File: src/rtl/dop_pkg.sv
package dop_pkg;
    typedef enum logic [1:0] {
        ST_OFF  = 2'd0,
        ST_SEEK = 2'd1,
        ST_LOCK = 2'd2
    } dop_state_t;

    localparam int unsigned MARK_W = 8;
    localparam logic [MARK_W-1:0] MARK_A = 8'h05;
    localparam logic [MARK_W-1:0] MARK_B = 8'hFA;
endpackage

File: src/rtl/dop_marker_check.sv
module dop_marker_check
    import dop_pkg::*;
#(
    parameter int unsigned SAMPLE_W = 24
) (
    input  logic [SAMPLE_W-1:0] left_s,
    input  logic [SAMPLE_W-1:0] right_s,
    input  logic                have_exp,
    input  logic [MARK_W-1:0]   exp_mark,
    output logic                well,
    output logic                seq_ok,
    output logic [MARK_W-1:0]   mark_seen
);
    logic [MARK_W-1:0] mark_l;
    logic [MARK_W-1:0] mark_r;

    assign mark_l = left_s[SAMPLE_W-1 -: MARK_W];
    assign mark_r = right_s[SAMPLE_W-1 -: MARK_W];

    always_comb begin
        mark_seen = mark_l;
        well      = (mark_l == mark_r) && ((mark_l == MARK_A) || (mark_l == MARK_B));
        seq_ok    = well && (!have_exp || (mark_l == exp_mark));
    end
endmodule

File: src/rtl/dop_run_tracker.sv
module dop_run_tracker
    import dop_pkg::*;
#(
    parameter int unsigned CNT_W = 8
) (
    input  logic              clk,
    input  logic              rst,
    input  logic              clear,
    input  logic              frame_v,
    input  logic              well,
    input  logic              seq_ok,
    input  logic [MARK_W-1:0] mark_seen,
    input  logic [CNT_W-1:0]  thr,
    output logic              have_exp,
    output logic [MARK_W-1:0] exp_mark,
    output logic              at_thr
);
    logic [CNT_W-1:0] cnt_q;

    always_ff @(posedge clk) begin
        if (rst || clear) begin
            cnt_q    <= '0;
            have_exp <= 1'b0;
            exp_mark <= '0;
        end else if (frame_v) begin
            if (seq_ok) begin
                cnt_q <= (cnt_q >= thr) ? thr : cnt_q + CNT_W'(1);
            end else if (well) begin
                cnt_q <= (thr == '0) ? '0 : CNT_W'(1);
            end else begin
                cnt_q <= '0;
            end
            have_exp <= well;
            exp_mark <= ~mark_seen;
        end
    end

    assign at_thr = (cnt_q >= thr);

    // a good frame at the threshold leaves the count pinned there
    a_r4_saturate: assert property (@(posedge clk) disable iff (rst)
        (!clear && frame_v && seq_ok && at_thr) |=> (cnt_q == $past(thr)));

    // a malformed frame drops the expected marker
    a_r6_malformed_clears: assert property (@(posedge clk) disable iff (rst)
        (frame_v && !well) |=> !have_exp);
endmodule

File: src/rtl/dop_mode_fsm.sv
module dop_mode_fsm
    import dop_pkg::*;
(
    input  logic       clk,
    input  logic       rst,
    input  logic       enable,
    input  logic       frame_v,
    input  logic       seq_ok,
    input  logic       at_thr,
    output dop_state_t state_q,
    output logic       tracker_clear,
    output logic       emit_dsd
);
    dop_state_t state_d;

    always_comb begin
        state_d = state_q;
        unique case (state_q)
            ST_OFF:  if (enable) state_d = ST_SEEK;
            ST_SEEK: begin
                if (!enable)                          state_d = ST_OFF;
                else if (frame_v && seq_ok && at_thr) state_d = ST_LOCK;
            end
            ST_LOCK: begin
                if (!enable)                state_d = ST_OFF;
                else if (frame_v && !seq_ok) state_d = ST_SEEK;
            end
            default: state_d = ST_OFF;
        endcase
    end

    always_ff @(posedge clk) begin
        if (rst) state_q <= ST_OFF;
        else     state_q <= state_d;
    end

    always_comb begin
        tracker_clear = (state_q == ST_OFF) || !enable;
        emit_dsd      = (state_q == ST_LOCK) && enable && frame_v && seq_ok;
    end

    // lock is only reached through a good frame at the threshold
    a_r3_entry: assert property (@(posedge clk) disable iff (rst)
        $rose(state_q == ST_LOCK) |-> $past(frame_v && seq_ok && at_thr));

    // a failing frame while locked leaves lock at once
    a_r5_drop: assert property (@(posedge clk) disable iff (rst)
        (state_q == ST_LOCK && enable && frame_v && !seq_ok) |=> (state_q == ST_SEEK));

    // disabled means off on the next cycle
    a_r7_off: assert property (@(posedge clk) disable iff (rst)
        !enable |=> (state_q == ST_OFF));
endmodule

File: src/rtl/dop_detect.sv
module dop_detect
    import dop_pkg::*;
#(
    parameter int unsigned SAMPLE_W  = 24,
    parameter int unsigned PAYLOAD_W = 16,
    parameter int unsigned CNT_W     = 8
) (
    input  logic                 clk,
    input  logic                 rst,
    input  logic                 det_enable,
    input  logic [CNT_W-1:0]     run_threshold,
    input  logic                 in_valid,
    input  logic [SAMPLE_W-1:0]  in_left,
    input  logic [SAMPLE_W-1:0]  in_right,
    output logic                 mode_dsd,
    output logic                 pcm_valid,
    output logic [SAMPLE_W-1:0]  pcm_left,
    output logic [SAMPLE_W-1:0]  pcm_right,
    output logic                 dsd_valid,
    output logic [PAYLOAD_W-1:0] dsd_left,
    output logic [PAYLOAD_W-1:0] dsd_right
);
    logic              well;
    logic              seq_ok;
    logic [MARK_W-1:0] mark_seen;
    logic              have_exp;
    logic [MARK_W-1:0] exp_mark;
    logic              at_thr;
    logic              tracker_clear;
    logic              emit_dsd;
    dop_state_t        state_q;

    dop_marker_check #(.SAMPLE_W(SAMPLE_W)) u_check (
        .left_s(in_left), .right_s(in_right),
        .have_exp(have_exp), .exp_mark(exp_mark),
        .well(well), .seq_ok(seq_ok), .mark_seen(mark_seen)
    );

    dop_run_tracker #(.CNT_W(CNT_W)) u_track (
        .clk(clk), .rst(rst), .clear(tracker_clear),
        .frame_v(in_valid), .well(well), .seq_ok(seq_ok),
        .mark_seen(mark_seen), .thr(run_threshold),
        .have_exp(have_exp), .exp_mark(exp_mark), .at_thr(at_thr)
    );

    dop_mode_fsm u_fsm (
        .clk(clk), .rst(rst), .enable(det_enable),
        .frame_v(in_valid), .seq_ok(seq_ok), .at_thr(at_thr),
        .state_q(state_q), .tracker_clear(tracker_clear), .emit_dsd(emit_dsd)
    );

    always_ff @(posedge clk) begin
        if (rst) begin
            pcm_valid <= 1'b0;
            dsd_valid <= 1'b0;
            pcm_left  <= '0;
            pcm_right <= '0;
            dsd_left  <= '0;
            dsd_right <= '0;
        end else begin
            pcm_valid <= in_valid && !emit_dsd;
            dsd_valid <= emit_dsd;
            if (in_valid) begin
                if (emit_dsd) begin
                    dsd_left  <= in_left[PAYLOAD_W-1:0];
                    dsd_right <= in_right[PAYLOAD_W-1:0];
                end else begin
                    pcm_left  <= in_left;
                    pcm_right <= in_right;
                end
            end
        end
    end

    assign mode_dsd = (state_q == ST_LOCK);

    // payload strobes never coincide with PCM strobes
    a_r9_exclusive: assert property (@(posedge clk) disable iff (rst)
        !(pcm_valid && dsd_valid));

    // payload is the low bits of the accepted frame, only while locked
    a_r9_payload: assert property (@(posedge clk) disable iff (rst)
        dsd_valid |-> (mode_dsd && dsd_left == $past(in_left[PAYLOAD_W-1:0])
                       && dsd_right == $past(in_right[PAYLOAD_W-1:0])));

    // PCM output is the unchanged frame
    a_r8_pass: assert property (@(posedge clk) disable iff (rst)
        pcm_valid |-> (pcm_left == $past(in_left) && pcm_right == $past(in_right)));

    // no frame in, no strobe out
    a_r10_idle: assert property (@(posedge clk) disable iff (rst)
        !in_valid |=> (!pcm_valid && !dsd_valid));
endmodule

File: config.mk
export PLATFORM = sky130hd
export DESIGN_NAME = dop_detect
export DESIGN_NICKNAME = d
export VERILOG_FILES = /design/src/rtl/dop_pkg.sv /design/src/rtl/dop_marker_check.sv /design/src/rtl/dop_run_tracker.sv /design/src/rtl/dop_mode_fsm.sv /design/src/rtl/dop_detect.sv
export SDC_FILE = /design/constraint.sdc
export NUM_CORES = 1
export LEC_CHECK = 0
export CORE_ASPECT_RATIO = 0.75
export CORE_MARGIN = 2
export CORE_UTILIZATION = 48
export DETAILED_ROUTE_END_ITERATION = 12
export GPL_ROUTABILITY_DRIVEN = 1
export PLACE_DENSITY = 0.81
export SKIP_LAST_GASP = 1
export SLEW_MARGIN = 25
export SYNTH_ARGS = -nofsm -noshare
export SYNTH_HDL_FRONTEND = slang
export SYNTH_SLANG_ARGS = --single-unit
File: constraint.sdc
create_clock -name clk -period 2.88 [get_ports clk]
set_input_delay 0.576 -clock clk [delete_from_list [all_inputs] [get_ports clk]]
set_output_delay 0.576 -clock clk [all_outputs]
set_load 0.02 [all_outputs]
; Yosys cells after proc, flatten, opt, wreduce, memory -nomap -nowiden
; Index checks and enable logic that the tools add are counted.
; Widths: inputs -> output; s select.
[op_classes]
n_addsub = 1
magnitude_cmp = 1
eq_ne = 9
muxes = 10
bitwise_logic = 2
reduce_logical = 22
[ops]
columns = operator, n
row1 = $mux 8, 3
row2 = $eq 8x8->1, 2
row3 = $mux 2, 5
row4 = $logic_and 1x1->1, 9
row5 = $add 8x1->8 const B, 1
row6 = $eq 8x3->1 const B, 1
row7 = $eq 8x8->1 const B, 1
row8 = $ge 8x8->1, 1
row9 = $logic_not 8->1, 1
row10 = $not 8->8, 1
row11 = $ne 3x2->1 const B, 2
row12 = $pmux 2 s3, 1
row13 = $logic_not 1->1, 4
row14 = $logic_or 1x1->1, 4
row15 = $reduce_and 2->1, 2
row16 = $reduce_and 3->1, 1
row17 = $eq 2x1->1 const B, 1
row18 = $eq 2x2->1 const B, 1
row19 = $logic_not 2->1, 1
row20 = $ne 2x2->1 const B, 1
row21 = $mux 1, 1
row22 = $not 1->1, 1
[totals]
reg_bits = 101
inputBits = 60
out_inout_bits = 83
elab_cells = 55

; Depth between registers and ports, before layout
; Gate-level depths: netlist (run 1).
[depth]
depth_word = 9
mapped_depth = 8
mapped_depth_nobuf = 7

; Cells and area by module
; A second synthesis (run 1) with hierarchy kept.
[unflattened]
hier_cells = 492
area_unflattened_um2 = 4829.6
[modules_own_cells]
columns = module, instances, cells_per_inst, area_each_um2, seq_area_each_um2
row1 = dop_detect, 1, 320, 3418.3, 1641.6
row2 = dop_run_tracker, 1, 120, 1004.7, 340.3
row3 = dop_marker_check, 1, 37, 284.0, 0.0
row4 = dop_mode_fsm, 1, 15, 122.6, 40.0

; Least setup slack after synthesis (run 1)
; Ideal clock, no wire load.
[synth_path]
path_kind = input to register
startpoint = in run_threshold[0]
endpoint = reg u_track.cnt_q[5]
setup_ns = 0.129
t_arrival_ns = 2.133
t_required_ns = 2.751
setup_slack_ns = 0.619
stages = 7
n_path_buf = 1
path_cell_list = ha_1 nand2b_1 a2111o_1 a21oi_1 buf_2 mux2i_1 o211ai_1
[synth_between]
elab_chain_cells = 3
[synth_rtl]
columns = element, line
row1 = start: declaration, dop_detect.sv:11  ; input logic [CNT_W-1:0] run_threshold,
row2 = $ge 8x8->1, dop_run_tracker.sv:27  ; cnt_q <= (cnt_q >= thr) ? thr : cnt_q + CNT_W'(1);
row3 = $mux 8, dop_run_tracker.sv:27
row4 = $mux 8, dop_run_tracker.sv:26  ; if (seq_ok) begin
row5 = end signal: assignment, dop_run_tracker.sv:27
row6 = end signal: assignment, dop_run_tracker.sv:29  ; cnt_q <= (thr == '0) ? '0 : CNT_W'(1);
row7 = end: declaration, dop_run_tracker.sv:18  ; logic [CNT_W-1:0] cnt_q;
; No other way between the ends.
; A chain may end at the register's enable or synchronous reset.

; Final worst setup path (run 1)
[layout_path]
startpoint = in run_threshold[0]
endpoint = reg u_track.cnt_q[4]
; Same word-level chain as after synthesis.

==> summary.txt, run 1 <==
Drt
  – Remaining DRCs: 0
  – Router iterations before antenna repair: 4
  – DR iter-0 viols: 180
  – Via-to-Cell Ratio: 5.30
  – Vias: 4058
  – Post-DRT Antenna Nets: 0
  – Final wirelength: 12500 µm
  – Routed WL per cell: 16.4 µm

GRT
  – Number of global-route vias before repair: 4079
  – Largest net degree at the start of global routing: 132
  – GRT Overall Usage: 23.3%
  – Global-route wire length before repair: 20400 µm
  – Initial antenna violation count: 0
  – Grt ovf: 0

Timing
  – Final setup vio count: 0
  – Worst slew pin tran: 0.862 ns
  – Slew Limit Fails: 0
  – RSZ-0062 raised after global routing: no
  – Fmax: 0.405 GHz
  – Final min period: 2.47 ns
  – Setup WS post-layout: 0.412 ns
  – Max-slew headroom: 42.5%
  – Final hold violations: 0
  – Setup TNS: 0 ns
  – Share of the clock period used by the worst path after layout: 85.7%
  – Final setup skew: 0.00719 ns

Logic synthesis
  – Synthesis-stage register bit count: 101
  – Top FF cell, synth: dfxtp_1
  – Synth Area in XOR/XNOR: 2.88%
  – Main combinational cell family by area after synthesis: simple AND/OR/NAND/NOR gates
  – Post-Synth Simple-Gate Area: 24.1%
  – Yosys warning total: 0
  – Syn_nets: 569
  – Proportion of synthesized area in mux cells: 18.1%
  – Compound-Gate Fraction of Synth Area: 6.55%
  – Post-synth EDFFs: 0
  – Post-synth design cell area: 4870 µm²
  – Post-synthesis cell type count: 43
  – Synth top area share: 41.5%
  – Synthesized netlist cell count: 500
  – Area contributors post-synth: dfxtp_1 41%, mux2i_1 18%, nand2b_1 17%
  – Most area-hungry cell type in the Yosys netlist: dfxtp_1
  – Ys async rst share: 0%
  – Syn avg cell area: 9.75 µm²
  – Post-synthesis sequential area ratio: 41.5%
  – Synth Area in Adders: 2.31%

Final layout
  – Final antenna diode count: 0
  – Layout cell share with drive strength beyond 1: 4.89%
  – Most frequent cells in the layout: 141 x clkdlybuf4s50_1, 130 x nand2b_1, 101 x dfxtp_1
  – Final #Nets: 698
  – Area Growth Syn to Fin: 37.1%
  – Most common cell after layout, fill and taps aside: clkdlybuf4s50_1

Min path
  – Worst Hold Class: flop to flop
  – Worst-case hold path end point: pcm_left[13]$_SDFFE_PP0P_
  – Hold Startpoint: pcm_left[13]$_SDFFE_PP0P_
  – Hold Path Cell Cnt: 2

Die
  – Die Area: 11000 µm²
  – Core area: 9770 µm²
  – Die Width: 120 µm
  – I/O pin count: 143
  – Die height: 91.3 µm
  – Rows: 31
  – Starting Density: 49.9%

Setup path
  – Crit path DAT: 2.69 ns
  – CP required: 3.10 ns
  – Reg2reg end: u_track.cnt_q[4]$_SDFFE_PP0P_
  – Crit path max fanout: 11
  – Reg2reg path depth: 8
  – Reg-to-Reg Start: u_track.cnt_q[0]$_SDFFE_PP0P_
  – Critical path type: primary input to flop
  – Setup crit end kind: flop
  – Reg-to-reg slack, setup: 0.64 ns
  – CP Launch Type: primary input

CTS
  – Clk pin slew, worst setup/hold paths: 0.07 ns
  – Skew-Pair Late Insertion Delay: 0.34 ns
  – Clock root cell: clkbuf_16
  – Clock Sink Count: 101
  – CTS max path bufs: 2
  – CTS tree: yes
  – Cts hold-fix bufs: 0
  – Post-CTS sizing: 0
  – CTS Buf Count: 9
  – H-tree levels: 3
  – Setup repair bufs after CTS: 0

Placement
  – Setup slack after placement: 0.0885 ns
  – Detailed-placement wirelength estimate: 9170 µm
  – Routability-driven placement congestion ratio: 0.946
  – Number of port buffers: 142

Power
  – Static leakage: 2.79 nW
  – Maximum VDD drop: 0.313 mV
  – Pwr dens: 462 nW/µm²

Job
  – Max-cap violations: 0

Outcome
  – Status: complete, no violations
metal layers:
metal	part of all wire, %	up-vias	GRT usage (%)
met2	48	147	38.7
li1	-	1971	-
met3	8.3	17	7.54
met5	0	-	0
met4	1.1	0	5.14
met1	43	1923	29.6
cell usage after synthesis, types with 2 or more instances:
library cell,instances
buf_2,2
nand2_1,12
o21a_1,2
a31oi_1,3
clkbuf_1,20
a21oi_1,8
o21ai_0,3
a211oi_1,10
xnor2_1,16
nand4_1,9
inv_1,13
nor4_1,4
and2_1,4
o211ai_1,3
nand2b_1,130
buf_6,7
nor3_1,2
nor2_1,20
nor2b_1,2
nand3_1,4
a41oi_1,4
mux2i_1,87
o22ai_1,3
ha_1,9
and3_1,5
dfxtp_1,101
critical path: stages:
cell             delay (ns)
clkdlybuf4s50_1        0.46
ha_1                   0.30
nand2b_1               0.14
a2111o_1               0.48
a21oi_1                0.16
buf_4                  0.23
mux2i_1                0.24
o22ai_1                0.10
power breakdown:
part | switching (mW) | internal (mW)
Combinational | 0.205 | 0.234
Sequential | 0.0249 | 1.44
Clock | 0.523 | 0.660
Total | 0.753 | 2.34
metrics by stage:
step                      hold WS, ns  power [mW]  util [%]  std cells  instance area, µm²
final                           0.476        3.09      68.4        766                6680
after global routing            0.494        3.20      68.4        766                6680
after CTS                       0.480        3.12      68.4        766                6680
after detailed placement        0.463        1.94      65.3        750                6380
after global placement          0.459        1.93      65.3        750                6380
after floorplan                 0.468        1.72         -        500                4870
how the worst max path moves through the flow:
stage                startpoint                       endpoint  slack (ns)  depth (start not counted)
2_1_floorplan  run_threshold[0]  u_track.cnt_q[5]$_SDFFE_PP0P_        0.62                          7
3_3_place_gp        in_left[22]  u_track.cnt_q[5]$_SDFFE_PP0P_        0.18                          7
3_5_place_dp   run_threshold[0]  u_track.cnt_q[4]$_SDFFE_PP0P_        0.09                          8
4_1_cts        run_threshold[0]  u_track.cnt_q[4]$_SDFFE_PP0P_        0.46                          8
5_1_grt             in_left[22]  u_track.cnt_q[0]$_SDFFE_PP0P_        0.26                          6
6_report       run_threshold[0]  u_track.cnt_q[4]$_SDFFE_PP0P_        0.41                          8
flip-flops by register name, summed over array words and instances (netlist names):
register / flops
u_track.cnt_q: 8
u_track.have_exp: 1
dsd_right: 16
pcm_valid: 1
dsd_valid: 1
pcm_left: 24
dsd_left: 16
u_track.exp_mark: 8
u_fsm.state_q: 2
pcm_right: 24
area by class of cell:
| class | count | area, µm² |
|---|---|---|
| fillers | 791 | 3090 |
| inverters | 13 | 48.8 |
| clock inverters | 4 | 30.0 |
| repair buffers | 149 | 1510 |
| flip-flops and latches | 101 | 2020 |
| multi-input cells | 355 | 2640 |
| clock buffers | 12 | 267 |
| well taps | 132 | 165 |
logic make-up after synthesis:
kind of cell / after synthesis
XOR/XNOR: 16
multiplexers: 88
AND/OR/NAND/NOR: 198
AO/OA/AOI/OAI: 44
buffers and inverters: 44
adder cells (fa/ha/maj): 9
flip-flops: 101
No activity file was read; power rests on OpenSTA's default activity.
==> run 2: changes to the inputs <==
Settings changed: CORE_UTILIZATION 48 to 30, PLACE_DENSITY 0.81 to default.
==> run 2 against run 1 <==
Against the previous run: largest cell class unchanged; sequential share of layout area fell by 0.63 points; design area rose by 2.1%; final cell count rose by 11%; non-clock buffer count rose by 8; clock skew barely moved.
==> summary.txt, run 2 (same netlist as run 1, synthesis figures left out) <==
Drt
  – Vias: 4024 (-0.84%)
  – Remaining DRCs: 0 (unchanged)
  – Router iterations before antenna repair: 4 (unchanged)
  – DR iter-0 viols: 161 (-11%)
  – Routed WL per cell: 15.9 µm (-2.8%)
  – Post-DRT Antenna Nets: 0 (unchanged)
  – Via-to-Cell Ratio: 4.72 (-11%)
  – Final wirelength: 13500 µm (+8.1%)

Final layout
  – Util after Layout: 42.7% (-26 points)
  – Top flop regs: pcm_left (24), pcm_right (24)
  – Layout cell share with drive strength beyond 1: 5.76% (+0.87 points)
  – Final #Nets: 706 (+1.1%)
  – Most common cell after layout, fill and taps aside: clkdlybuf4s50_1
  – Final antenna diode count: 0 (unchanged)
  – Post-layout instance area: 6820 µm² (+2.1%)
  – Most frequent cells in the layout: 141 x clkdlybuf4s50_1, 130 x nand2b_1, 101 x dfxtp_1
  – Final std cells w/o fill: 852 (+11%)
  – Area Growth Syn to Fin: 40.0%

CTS
  – CTS Buf Count: 9 (unchanged)
  – Cts hold-fix bufs: 0 (unchanged)
  – Skew-Pair Late Insertion Delay: 0.34 ns (about the same)
  – Clk pin slew, worst setup/hold paths: 0.07 ns (about the same)
  – Setup repair bufs after CTS: 0 (unchanged)
  – CTS max path bufs: 2 (unchanged)
  – Post-CTS sizing: 0 (unchanged)
  – Clock root cell: clkbuf_16
  – Clock Sink Count: 101 (unchanged)
  – CTS tree: yes
  – H-tree levels: 3 (unchanged)

Power
  – Tot Pwr: 3.13 mW (+1.2%)
  – Static leakage: 2.82 nW (+0.98%)
  – Pwr dens: 458 nW/µm² (-0.90%)
  – Maximum VDD drop: 0.238 mV (-24%)

Die
  – Die Width: 151 µm (+26%)
  – Rows: 40 (+29%)
  – Core area: 16000 µm² (+63%)
  – Die height: 114 µm (+25%)
  – Die Area: 17300 µm² (+57%)
  – I/O pin count: 143 (unchanged)
  – Starting Density: 30.5% (-19 points)

GRT
  – Initial antenna violation count: 0 (unchanged)
  – Grt ovf: 0 (unchanged)
  – Largest net degree at the start of global routing: 132 (unchanged)
  – GRT Overall Usage: 16.1% (-7.2 points)
  – Global-route wire length before repair: 21800 µm (+6.6%)
  – Number of global-route vias before repair: 4175 (+2.4%)

Placement
  – Detailed-placement wirelength estimate: 9940 µm (+8.4%)
  – Placed inst area: 6530 µm² (+2.3%)
  – Number of instances in the placed design: 836 (+11%)
  – Routability-driven placement congestion ratio: 0.902 (-4.7%)
  – Setup slack after placement: 0.00705 ns (-0.0815 ns)
  – Number of port buffers: 142 (unchanged)

Setup path
  – CP required: 3.10 ns (about the same)
  – CP Launch Type: primary input
  – Crit-path cells: clkdlybuf4s50_1 -> inv_1 -> ha_1 -> nand2_1 -> o21ai_0 -> a21oi_1 -> buf_4 -> a41oi_1 -> o22ai_1
  – Setup crit end kind: flop
  – Crit path max fanout: 8 (-3)
  – Critical path type: primary input to flop
  – Crit-path slowest cell: clkdlybuf4s50_1
  – Crit path DAT: 2.75 ns (+0.06 ns)
  – Max stage delay on crit path: 0.55 ns (+0.07 ns)

Timing
  – Worst slew pin tran: 0.932 ns (+0.0693 ns)
  – Fmax: 0.395 GHz (-2.6%)
  – Setup TNS: 0 ns (unchanged)
  – Final min period: 2.53 ns (+0.0653 ns)
  – Slew Limit Fails: 0 (unchanged)
  – Setup WS post-layout: 0.347 ns (-0.0653 ns)
  – Final setup vio count: 0 (unchanged)
  – Hold Slack: 0.475 ns (-0.00128 ns)
  – Final hold violations: 0 (unchanged)
  – Final setup skew: 0.00702 ns (-0.000169 ns)
  – Share of the clock period used by the worst path after layout: 88.0% (+2.3 points)
  – Max-slew headroom: 37.9% (-4.6 points)
  – RSZ-0062 raised after global routing: no

Outcome
  – Status: complete, no violations

Min path
  – Worst Hold Class: flop to flop

Job
  – Max-cap violations: 0 (unchanged)
[run 2: cell types whose count changed in the layout (fill, tap and decap cells not counted), sizes merged]
cell    change
clkbuf      -1
bufinv      +1
buf         +8
[run 2: metal layers]
metal	track usage, %	up-vias	routed length (µm)
met5	0	-	0
met2	26.0	107	6060
met3	4.54	15	810
li1	-	1976	-
met1	21.0	1926	6450
met4	5.05	0	223
[run 2: worst paths after layout]
check	start	endpoint	slack [ns]	depth (start not counted)
setup / recovery	run_threshold[6]	u_track.cnt_q[4]$_SDFFE_PP0P_	0.35	9
hold reg to reg	pcm_right[18]$_SDFFE_PP0P_	pcm_right[18]$_SDFFE_PP0P_	0.47	2
setup reg to reg	u_track.cnt_q[0]$_SDFFE_PP0P_	u_track.cnt_q[6]$_SDFFE_PP0P_	0.61	8
hold / removal	pcm_right[18]$_SDFFE_PP0P_	pcm_right[18]$_SDFFE_PP0P_	0.47	2
[run 2: cell type report]
class / instances / area [µm²]
Clock inverter: 5 / 60.1
Sequential cell: 101 / 2020
Timing Repair Buffer: 157 / 1550
Inverter: 13 / 48.8
Tap cell: 210 / 263
Fill cell: 1543 / 9140
Multi-Input combinational cell: 355 / 2640
Clock buffer: 11 / 233
[run 2: critical path: cells and delay by family]
kind	cells	cell delay [ns]
adder cells (fa/ha/maj)	1	0.30
AND/OR/NAND/NOR	1	0.06
AO/OA/AOI/OAI	4	0.98
buffers and inverters	3	0.83
[run 2: report_power, final]
part           switching, mW  internal (mW)  total [mW]
Clock                  0.532          0.678        1.21
Combinational          0.210          0.238       0.448
Sequential            0.0260           1.44        1.47
Total                  0.768           2.36        3.13
==> run 3: changes to the inputs <==
Settings changed: CTS_CLUSTER_SIZE from default to 30.
==> results of run 3 <==
Final layout, timing and power as in run 2 (identical DEF).
